<file path="config.mk">
export PLATFORM = sky130hd
export DESIGN_NAME = div_unit
export DESIGN_NICKNAME = d
export VERILOG_FILES = /design/src/rtl/div_pkg.sv /design/src/rtl/div_ctrl.sv /design/src/rtl/div_datapath.sv /design/src/rtl/div_unit.sv
export SDC_FILE = /design/constraint.sdc
export NUM_CORES = 1
export LEC_CHECK = 0
export CORE_AREA = 2 2 87 89
export DETAILED_ROUTE_END_ITERATION = 10
export DIE_AREA = 0 0 89 91
export PLACE_DENSITY = 0.83
export SLEW_MARGIN = 5
export SYNTH_ARGS = -nofsm -noshare
export SYNTH_HDL_FRONTEND = slang
export SYNTH_HIERARCHICAL = 1
export SYNTH_SLANG_ARGS = --single-unit
</file>
<file path="constraint.sdc">
create_clock -name clk -period 3.66 [get_ports clk]
set_input_delay 0.549 -clock clk [delete_from_list [all_inputs] [get_ports clk]]
set_output_delay 0.549 -clock clk [all_outputs]
set_load 0.02 [all_outputs]
</file>
<file path="src/rtl/div_pkg.sv">
package div_pkg;
  typedef struct packed {
    logic load;
    logic iterate;
    logic fix;
    logic finish;
  } divStrobe_t;
endpackage

</file>
<file path="src/rtl/div_ctrl.sv">
module div_ctrl
  import div_pkg::*;
#(
  parameter int WIDTH = 8
) (
  input  logic       clk,
  input  logic       rstN,
  input  logic       start,
  input  logic       divZero,
  output divStrobe_t strobe,
  output logic       busy,
  output logic       done
);
  localparam int CW = $clog2(WIDTH + 1);

  typedef enum logic [1:0] {S_IDLE, S_RUN, S_FIX, S_OUT} ctrlState_t;

  ctrlState_t state;
  logic [CW-1:0] stepCount;

  always_comb begin
    strobe.load    = (state == S_IDLE) && start;
    strobe.iterate = (state == S_RUN);
    strobe.fix     = (state == S_FIX);
    strobe.finish  = (state == S_OUT);
  end

  assign busy = (state != S_IDLE);

  always_ff @(posedge clk or negedge rstN) begin
    if (!rstN) begin
      state     <= S_IDLE;
      stepCount <= '0;
      done      <= 1'b0;
    end else begin
      done <= 1'b0;
      unique case (state)
        S_IDLE: if (start) begin
          stepCount <= CW'(WIDTH);
          state     <= divZero ? S_OUT : S_RUN;
        end
        S_RUN: begin
          stepCount <= stepCount - 1'b1;
          if (stepCount == CW'(1)) state <= S_FIX;
        end
        S_FIX: state <= S_OUT;
        S_OUT: begin
          done  <= 1'b1;
          state <= S_IDLE;
        end
        default: state <= S_IDLE;
      endcase
    end
  end
endmodule

</file>
<file path="src/rtl/div_datapath.sv">
module div_datapath
  import div_pkg::*;
#(
  parameter int WIDTH = 8
) (
  input  logic             clk,
  input  logic             rstN,
  input  divStrobe_t       strobe,
  input  logic             restoreMode,
  input  logic             signedMode,
  input  logic [WIDTH-1:0] dividend,
  input  logic [WIDTH-1:0] divisor,
  output logic             divZero,
  output logic [WIDTH-1:0] quotient,
  output logic [WIDTH-1:0] remainder,
  output logic             divByZero
);
  localparam int RW = WIDTH + 1;

  logic [RW-1:0]    remReg, divReg, shifted, combined, nextRem;
  logic [WIDTH-1:0] quoReg, absDividend, absDivisor;
  logic             restoreReg, negQuo, negRem, zeroReg, stepAdd, qBit;

  assign divZero = (divisor == '0);

  always_comb begin
    absDividend = (signedMode && dividend[WIDTH-1]) ? (~dividend + 1'b1) : dividend;
    absDivisor  = (signedMode && divisor[WIDTH-1])  ? (~divisor + 1'b1)  : divisor;
  end

  // one quotient bit per cycle; restoring keeps the shifted value on a negative trial
  always_comb begin
    shifted  = {remReg[WIDTH-1:0], quoReg[WIDTH-1]};
    stepAdd  = !restoreReg && remReg[RW-1];
    combined = stepAdd ? (shifted + divReg) : (shifted - divReg);
    qBit     = ~combined[RW-1];
    nextRem  = (restoreReg && combined[RW-1]) ? shifted : combined;
  end

  always_ff @(posedge clk or negedge rstN) begin
    if (!rstN) begin
      remReg     <= '0;
      divReg     <= '0;
      quoReg     <= '0;
      restoreReg <= 1'b0;
      negQuo     <= 1'b0;
      negRem     <= 1'b0;
      zeroReg    <= 1'b0;
      quotient   <= '0;
      remainder  <= '0;
      divByZero  <= 1'b0;
    end else begin
      if (strobe.load) begin
        remReg     <= '0;
        quoReg     <= divZero ? dividend : absDividend;
        divReg     <= {1'b0, absDivisor};
        restoreReg <= restoreMode;
        negQuo     <= signedMode && (dividend[WIDTH-1] ^ divisor[WIDTH-1]);
        negRem     <= signedMode && dividend[WIDTH-1];
        zeroReg    <= divZero;
      end
      if (strobe.iterate) begin
        remReg <= nextRem;
        quoReg <= {quoReg[WIDTH-2:0], qBit};
      end
      if (strobe.fix && remReg[RW-1]) begin
        remReg <= remReg + divReg;
      end
      if (strobe.finish) begin
        divByZero <= zeroReg;
        if (zeroReg) begin
          quotient  <= '1;
          remainder <= quoReg;
        end else begin
          quotient  <= negQuo ? (~quoReg + 1'b1) : quoReg;
          remainder <= negRem ? (~remReg[WIDTH-1:0] + 1'b1) : remReg[WIDTH-1:0];
        end
      end
    end
  end
endmodule

</file>
<file path="src/rtl/div_unit.sv">
module div_unit
  import div_pkg::*;
#(
  parameter int WIDTH = 8
) (
  input  logic             clk,
  input  logic             rstN,
  input  logic             start,
  input  logic             restoreMode,
  input  logic             signedMode,
  input  logic [WIDTH-1:0] dividend,
  input  logic [WIDTH-1:0] divisor,
  output logic             busy,
  output logic             done,
  output logic [WIDTH-1:0] quotient,
  output logic [WIDTH-1:0] remainder,
  output logic             divByZero
);
  divStrobe_t strobe;
  logic       divZero;

  div_ctrl #(.WIDTH(WIDTH)) u_ctrl (
    .clk(clk), .rstN(rstN), .start(start), .divZero(divZero),
    .strobe(strobe), .busy(busy), .done(done)
  );

  div_datapath #(.WIDTH(WIDTH)) u_dp (
    .clk(clk), .rstN(rstN), .strobe(strobe), .restoreMode(restoreMode),
    .signedMode(signedMode), .dividend(dividend), .divisor(divisor),
    .divZero(divZero), .quotient(quotient), .remainder(remainder),
    .divByZero(divByZero)
  );
endmodule

</file>
[After elaboration in Yosys (flattened, before gate mapping)]
Index checks and enable logic that the tools add are counted.
Cells by class
  equality and inequality tests: 6
  reductions and logical operators: 16
  bitwise logic cells: 6
  mux-type cells: 21
  add/sub/neg operators: 8
Operators with widths (count)
  $mux W8: 9
  $mux W9: 5
  $add A8 B1 Y8 const B: 4
  $not A8 Y8: 4
  $add A9 B8 Y9: 2
  $sub A9 B8 Y9: 1
  $logic_not A8 Y1: 1
  $pmux W2 S4: 1
  $pmux W4 S2: 1
  $logic_and A1 B1 Y1: 7
  $mux W2: 3
  $reduce_bool A2 Y1: 3
  $eq A2 B2 Y1 const B: 2
  $eq A4 B1 Y1 const B: 1
  $mux W4: 1
  $reduce_and A2 Y1: 2
  $sub A4 B1 Y4 const B: 1
  $reduce_bool A3 Y1: 1
  $eq A2 B1 Y1 const B: 1
  $logic_not A2 Y1: 1
  $ne A2 B1 Y1 const B: 1
  $ne A2 B2 Y1 const B: 1
  $logic_not A1 Y1: 1
  $mux W1: 1
  other kinds (2): 2
Word-level totals
  word-level logic and storage cells: 70
  output and inout port bits: 19
  bits of input ports: 21
  register bits: 53

[Depth between registers and ports, before layout]
  word-level depth: 7
  depth in mapped cells: 14
  mapped depth without buffers: 12

[By module]
The synthesis kept the hierarchy.
By module, submodules not included
  div_datapath: cells each 408, seq. area each 1151.1 µm², area each 3507.1 µm², instances 1
  div_ctrl: cells each 54, seq. area each 175.2 µm², area each 521.8 µm², instances 1

[Worst setup path after synthesis]
OpenSTA, ideal clock, no wires.
  path type: flip-flop to flip-flop
  start: register u_dp.restoreReg
  end: register u_dp.remReg[5]
  path buffers: 3
  arrival: 2901 ps
  setup time: 138 ps
  slack: 621 ps
  stages on the path, launching flop included: 13
  period minus slack after synthesis: 3039 ps
  required time: 3522 ps
  path through: dfrtp_1 > nor2b_1 > clkbuf_1 > mux2_2 > fa_1 > nand3_2 > a211oi_1 > or3_1 > buf_6 > and3b_4 > buf_6 > o311ai_1 > o211ai_1
Between the ends
  longest elaborated chain between the ends: 7
Ends and longest elaborated chain
  start, declared: line div_datapath.sv:22  | logic restoreReg, negQuo, negRem, zeroReg, stepAdd, qBit;
  start signal, assigned: line div_datapath.sv:57  | restoreReg <= restoreMode;
  $logic_not A1 Y1: line div_datapath.sv:34  | stepAdd = !restoreReg && remReg[RW-1];
  $logic_and A1 B1 Y1: line div_datapath.sv:34
  $mux W9: line div_datapath.sv:35  | combined = stepAdd ? (shifted + divReg) : (shifted - divReg);
  $logic_and A1 B1 Y1: line div_datapath.sv:37  | nextRem = (restoreReg && combined[RW-1]) ? shifted : combined;
  $mux W9 *: line div_datapath.sv:37
  $mux W9 *: line div_datapath.sv:62  | if (strobe.iterate) begin
  $mux W9 *: line div_datapath.sv:66  | if (strobe.fix && remReg[RW-1]) begin
  end signal, assigned: line div_datapath.sv:63  | remReg <= nextRem;
  end signal, assigned: line div_datapath.sv:67  | remReg <= remReg + divReg;
  end, declared: line div_datapath.sv:20  | logic [RW-1:0] remReg, divReg, shifted, combined, nextRem;
Mark *: on every way between the ends. The rest lies on a longest branch, timed or not.
A chain may end at the register's enable or synchronous reset.

[Final worst setup path]
  start: register u_dp.restoreReg
  end: register u_dp.remReg[3]
Same word-level chain as after synthesis.

==> run metrics <==
outcome=completed; Cells after Synth=~460; Reg-to-Reg End=u_dp/remReg[3]; Distinct cells, synth=56; worst-path maximum fanout=8; # placed instances=581; Critical Path Max Stage Delay=0.48 ns; worst-path cell chain=nor2b_1, buf_4, mux2_2, fa_1, nand3_2, a211oi_1, or3_1, and3b_4, o311ai_1, nand3_1; post-CTS setup buffers=0; Avg Cell Area, Syn=8.720 sq um; non-filler cells, final=588; final hold violation count=0; Synth Cell Area=4029 sq um; number of clock sinks=53; Cell Area, Placed=~4500 sq um; main combinational cell family by area after synthesis=compound AO/OA/AOI/OAI gates; Clk pin slew, worst setup/hold paths=0.09 ns; MaxCap Viol Count=0; async set or reset register ratio after synthesis=100.0%; DRC viols=0; Setup Crit Path Kind=register to register; Routability Congestion=0.9561; area delta synth->final=12.95%; Mapped Nets=514; hpwl dp=7160 um; Pwr per Cell Area=1001 nW/um^2; Max-slew headroom=44.07%; CTS Hold Bufs=0; Core Region=7137 sq um; Crit Reg-Reg Startpoint=u_dp/restoreReg; Final ANT Viol Nets=0; total wire length=9396 um; Worst-Margin Slew=0.8389 ns; Post-Synth Adder-Cell Area=roughly 10%; register area share after synthesis=roughly 33%; H-tree Lvls=2; WP buf/inv=1; fmax=318.3 MHz; WL per Instance=approximately 16 um; 1st-iter DRT viols=304; CP Capture Type=register; largest net degree at the start of global routing=39; Post-CTS Resized=0; Simple-Gate Fraction of Synth Area=16.74%; minimum clock period=3.141 ns; cell taking the most area after synthesis=dfrtp_1; Clock Skew=between 0.004 and 0.005 ns; top-count cell post-synth=dfrtp_1; number of I/O port buffers=39; Top delay family on crit path=simple AND/OR/NAND/NOR gates; first-pass GRT wire length=approximately 16000 um; post-synthesis compound-gate area fraction=20.47%; number of global-route vias before repair=3270; initial antenna violation count=0; Rows=31; Leak=just under 2 nW; EDFF count, synth=0; Inserted Clock Buffers=5; final number of max-transition violations=0; count of final setup violators=0; final instance area=between 4000 and 5000 sq um; Fin Setup TNS=0 ns; mux share of post-synthesis cell area=5.807%; worst-case reg-to-reg path depth=10; Vias=between 3000 and 4000; via-per-instance ratio=5.932; # nets final=around 540; Yosys warning total=6; TritonRoute pass-1 iters=6; Worst Path Required=3.83 ns; Worst setup SP type=register; WP data arrival=about 3.3 ns; synthesis-stage register bit count=53; width of the die=89 um; Skew-Pair Late Insertion Delay=0.31 ns; root buf cell=clkbuf_8; unrepaired setup endpoints after global routing=no; GRT Total Usage=24.74%; Post-synth top cells=dfrtp_1, nor2_1, nand2_1; IO Count=40; peak supply drop=0.5304 mV; dominant synthesized flop cell=dfrtp_1; fin crit share=85.83%; Clock Tree Buf Depth=2; Total Power=4.554 mW; number of diodes=0; layout cells sized above 1=7.362%; TritonCTS clock tree=yes; initial core utilization=56.45%; top post-synthesis cells by area=dfrtp_1, ha_1, xnor2_1; Hold Path Class=primary input to asynchronous set/reset pin; R2R Setup Slk=0.52 ns; height of the chip=around 91 um; global route total overflow=0; post-synthesis xor/xnor area fraction=slightly below 9%; full die area=8099 sq um; post-synth top area share=32.92%; Slowest cell on crit path=or3_1
-- through the flow --
| step | utilization, % | setup WS, ns | hold WS, ns |
|---|---|---|---|
| 4_1_cts | 63.76 | 0.5652 | 0.3531 |
| 3_3_place_gp | 62.50 | 0.6690 | 0.4918 |
| 6_report | 63.76 | 0.5186 | 0.3361 |
| 2_1_floorplan | - | 0.6213 | 0.2534 |
| 5_1_grt | 63.76 | 0.2168 | 0.3992 |
| 3_5_place_dp | 62.50 | 0.5721 | 0.4972 |
-- state kept, by name, summed over array words and instances, names as in the netlist --
signal,count
u_ctrl/stepCount,4
u_ctrl/done,1
u_ctrl/state,2
u_dp/quotient,8
u_dp/remainder,8
u_dp/negRem,1
u_dp/remReg,9
u_dp/quoReg,8
u_dp/negQuo,1
u_dp/zeroReg,1
u_dp/restoreReg,1
u_dp/divByZero,1
u_dp/divReg,8
-- cells in the final DEF (no fill, tap or decap), drive strengths merged, types with 3 or more instances in the layout --
cell and n:
a211oi 6, a21o 5, a21oi 34, a22oi 6
a31oi 4, a32oi 3, and2 3, and3 5
buf 6, clkbuf 6, clkdlybuf4s50 38, dfrtp 53
ha 29, inv 27, mux2 11, mux2i 11
nand2 40, nand3 13, nor2 43, nor2b 7
nor3 8, nor3b 3, o2111ai 5, o211ai 6
o21ai 32, o311ai 8, o31ai 7, or3 8
xnor2 24, xor2 16
-- power by group --
part           internal, mW  switching, mW
registers             0.863          0.368
logic                  1.34           1.65
clock network         0.150          0.189
-- how the worst max path moves through the flow --
stage / cells past startpoint / end / from
after floorplan: 12 / u_dp/remReg[5] / u_dp/restoreReg
after global placement: 10 / u_dp/remReg[6] / u_dp/restoreReg
after detailed placement: 11 / u_dp/remReg[6] / u_dp/remReg[8]
after CTS: 11 / u_dp/remReg[6] / u_dp/remReg[8]
after global routing: 12 / u_dp/remReg[5] / u_dp/divReg[1]
final: 10 / u_dp/remReg[3] / u_dp/restoreReg
-- kinds of logic after synthesis --
group / count (synthesis)
and+or+nand+nor: 139
xor gates and xnor gates: 40
muxes: 22
buffers and inverters: 51
DFF: 53
AOI/OAI and AO/OA: 126
adders and majority gates: 31
-- cell type report --
type	instances	area, sq um
timing repair buffer	44	422.9
tap	99	123.9
clock buffer	6	82.58
inverter	27	101.3
fill	626	2586
sequential	53	1326
multi-input combinational	358	2486
clock inverter	1	7.507
-- layer usage --
| metal | global-route usage (%) | share of wire, % | routed length [um] |
|---|---|---|---|
| met2 | 40.30 | 47 | 4451 |
| met4 | 5.473 | 1.9 | 181 |
| met5 | 0 | 0 | 0 |
| met3 | 3.636 | 5.3 | 501 |
| met1 | 34.68 | 45 | 4262 |
(Power assumes the default switching activity.)
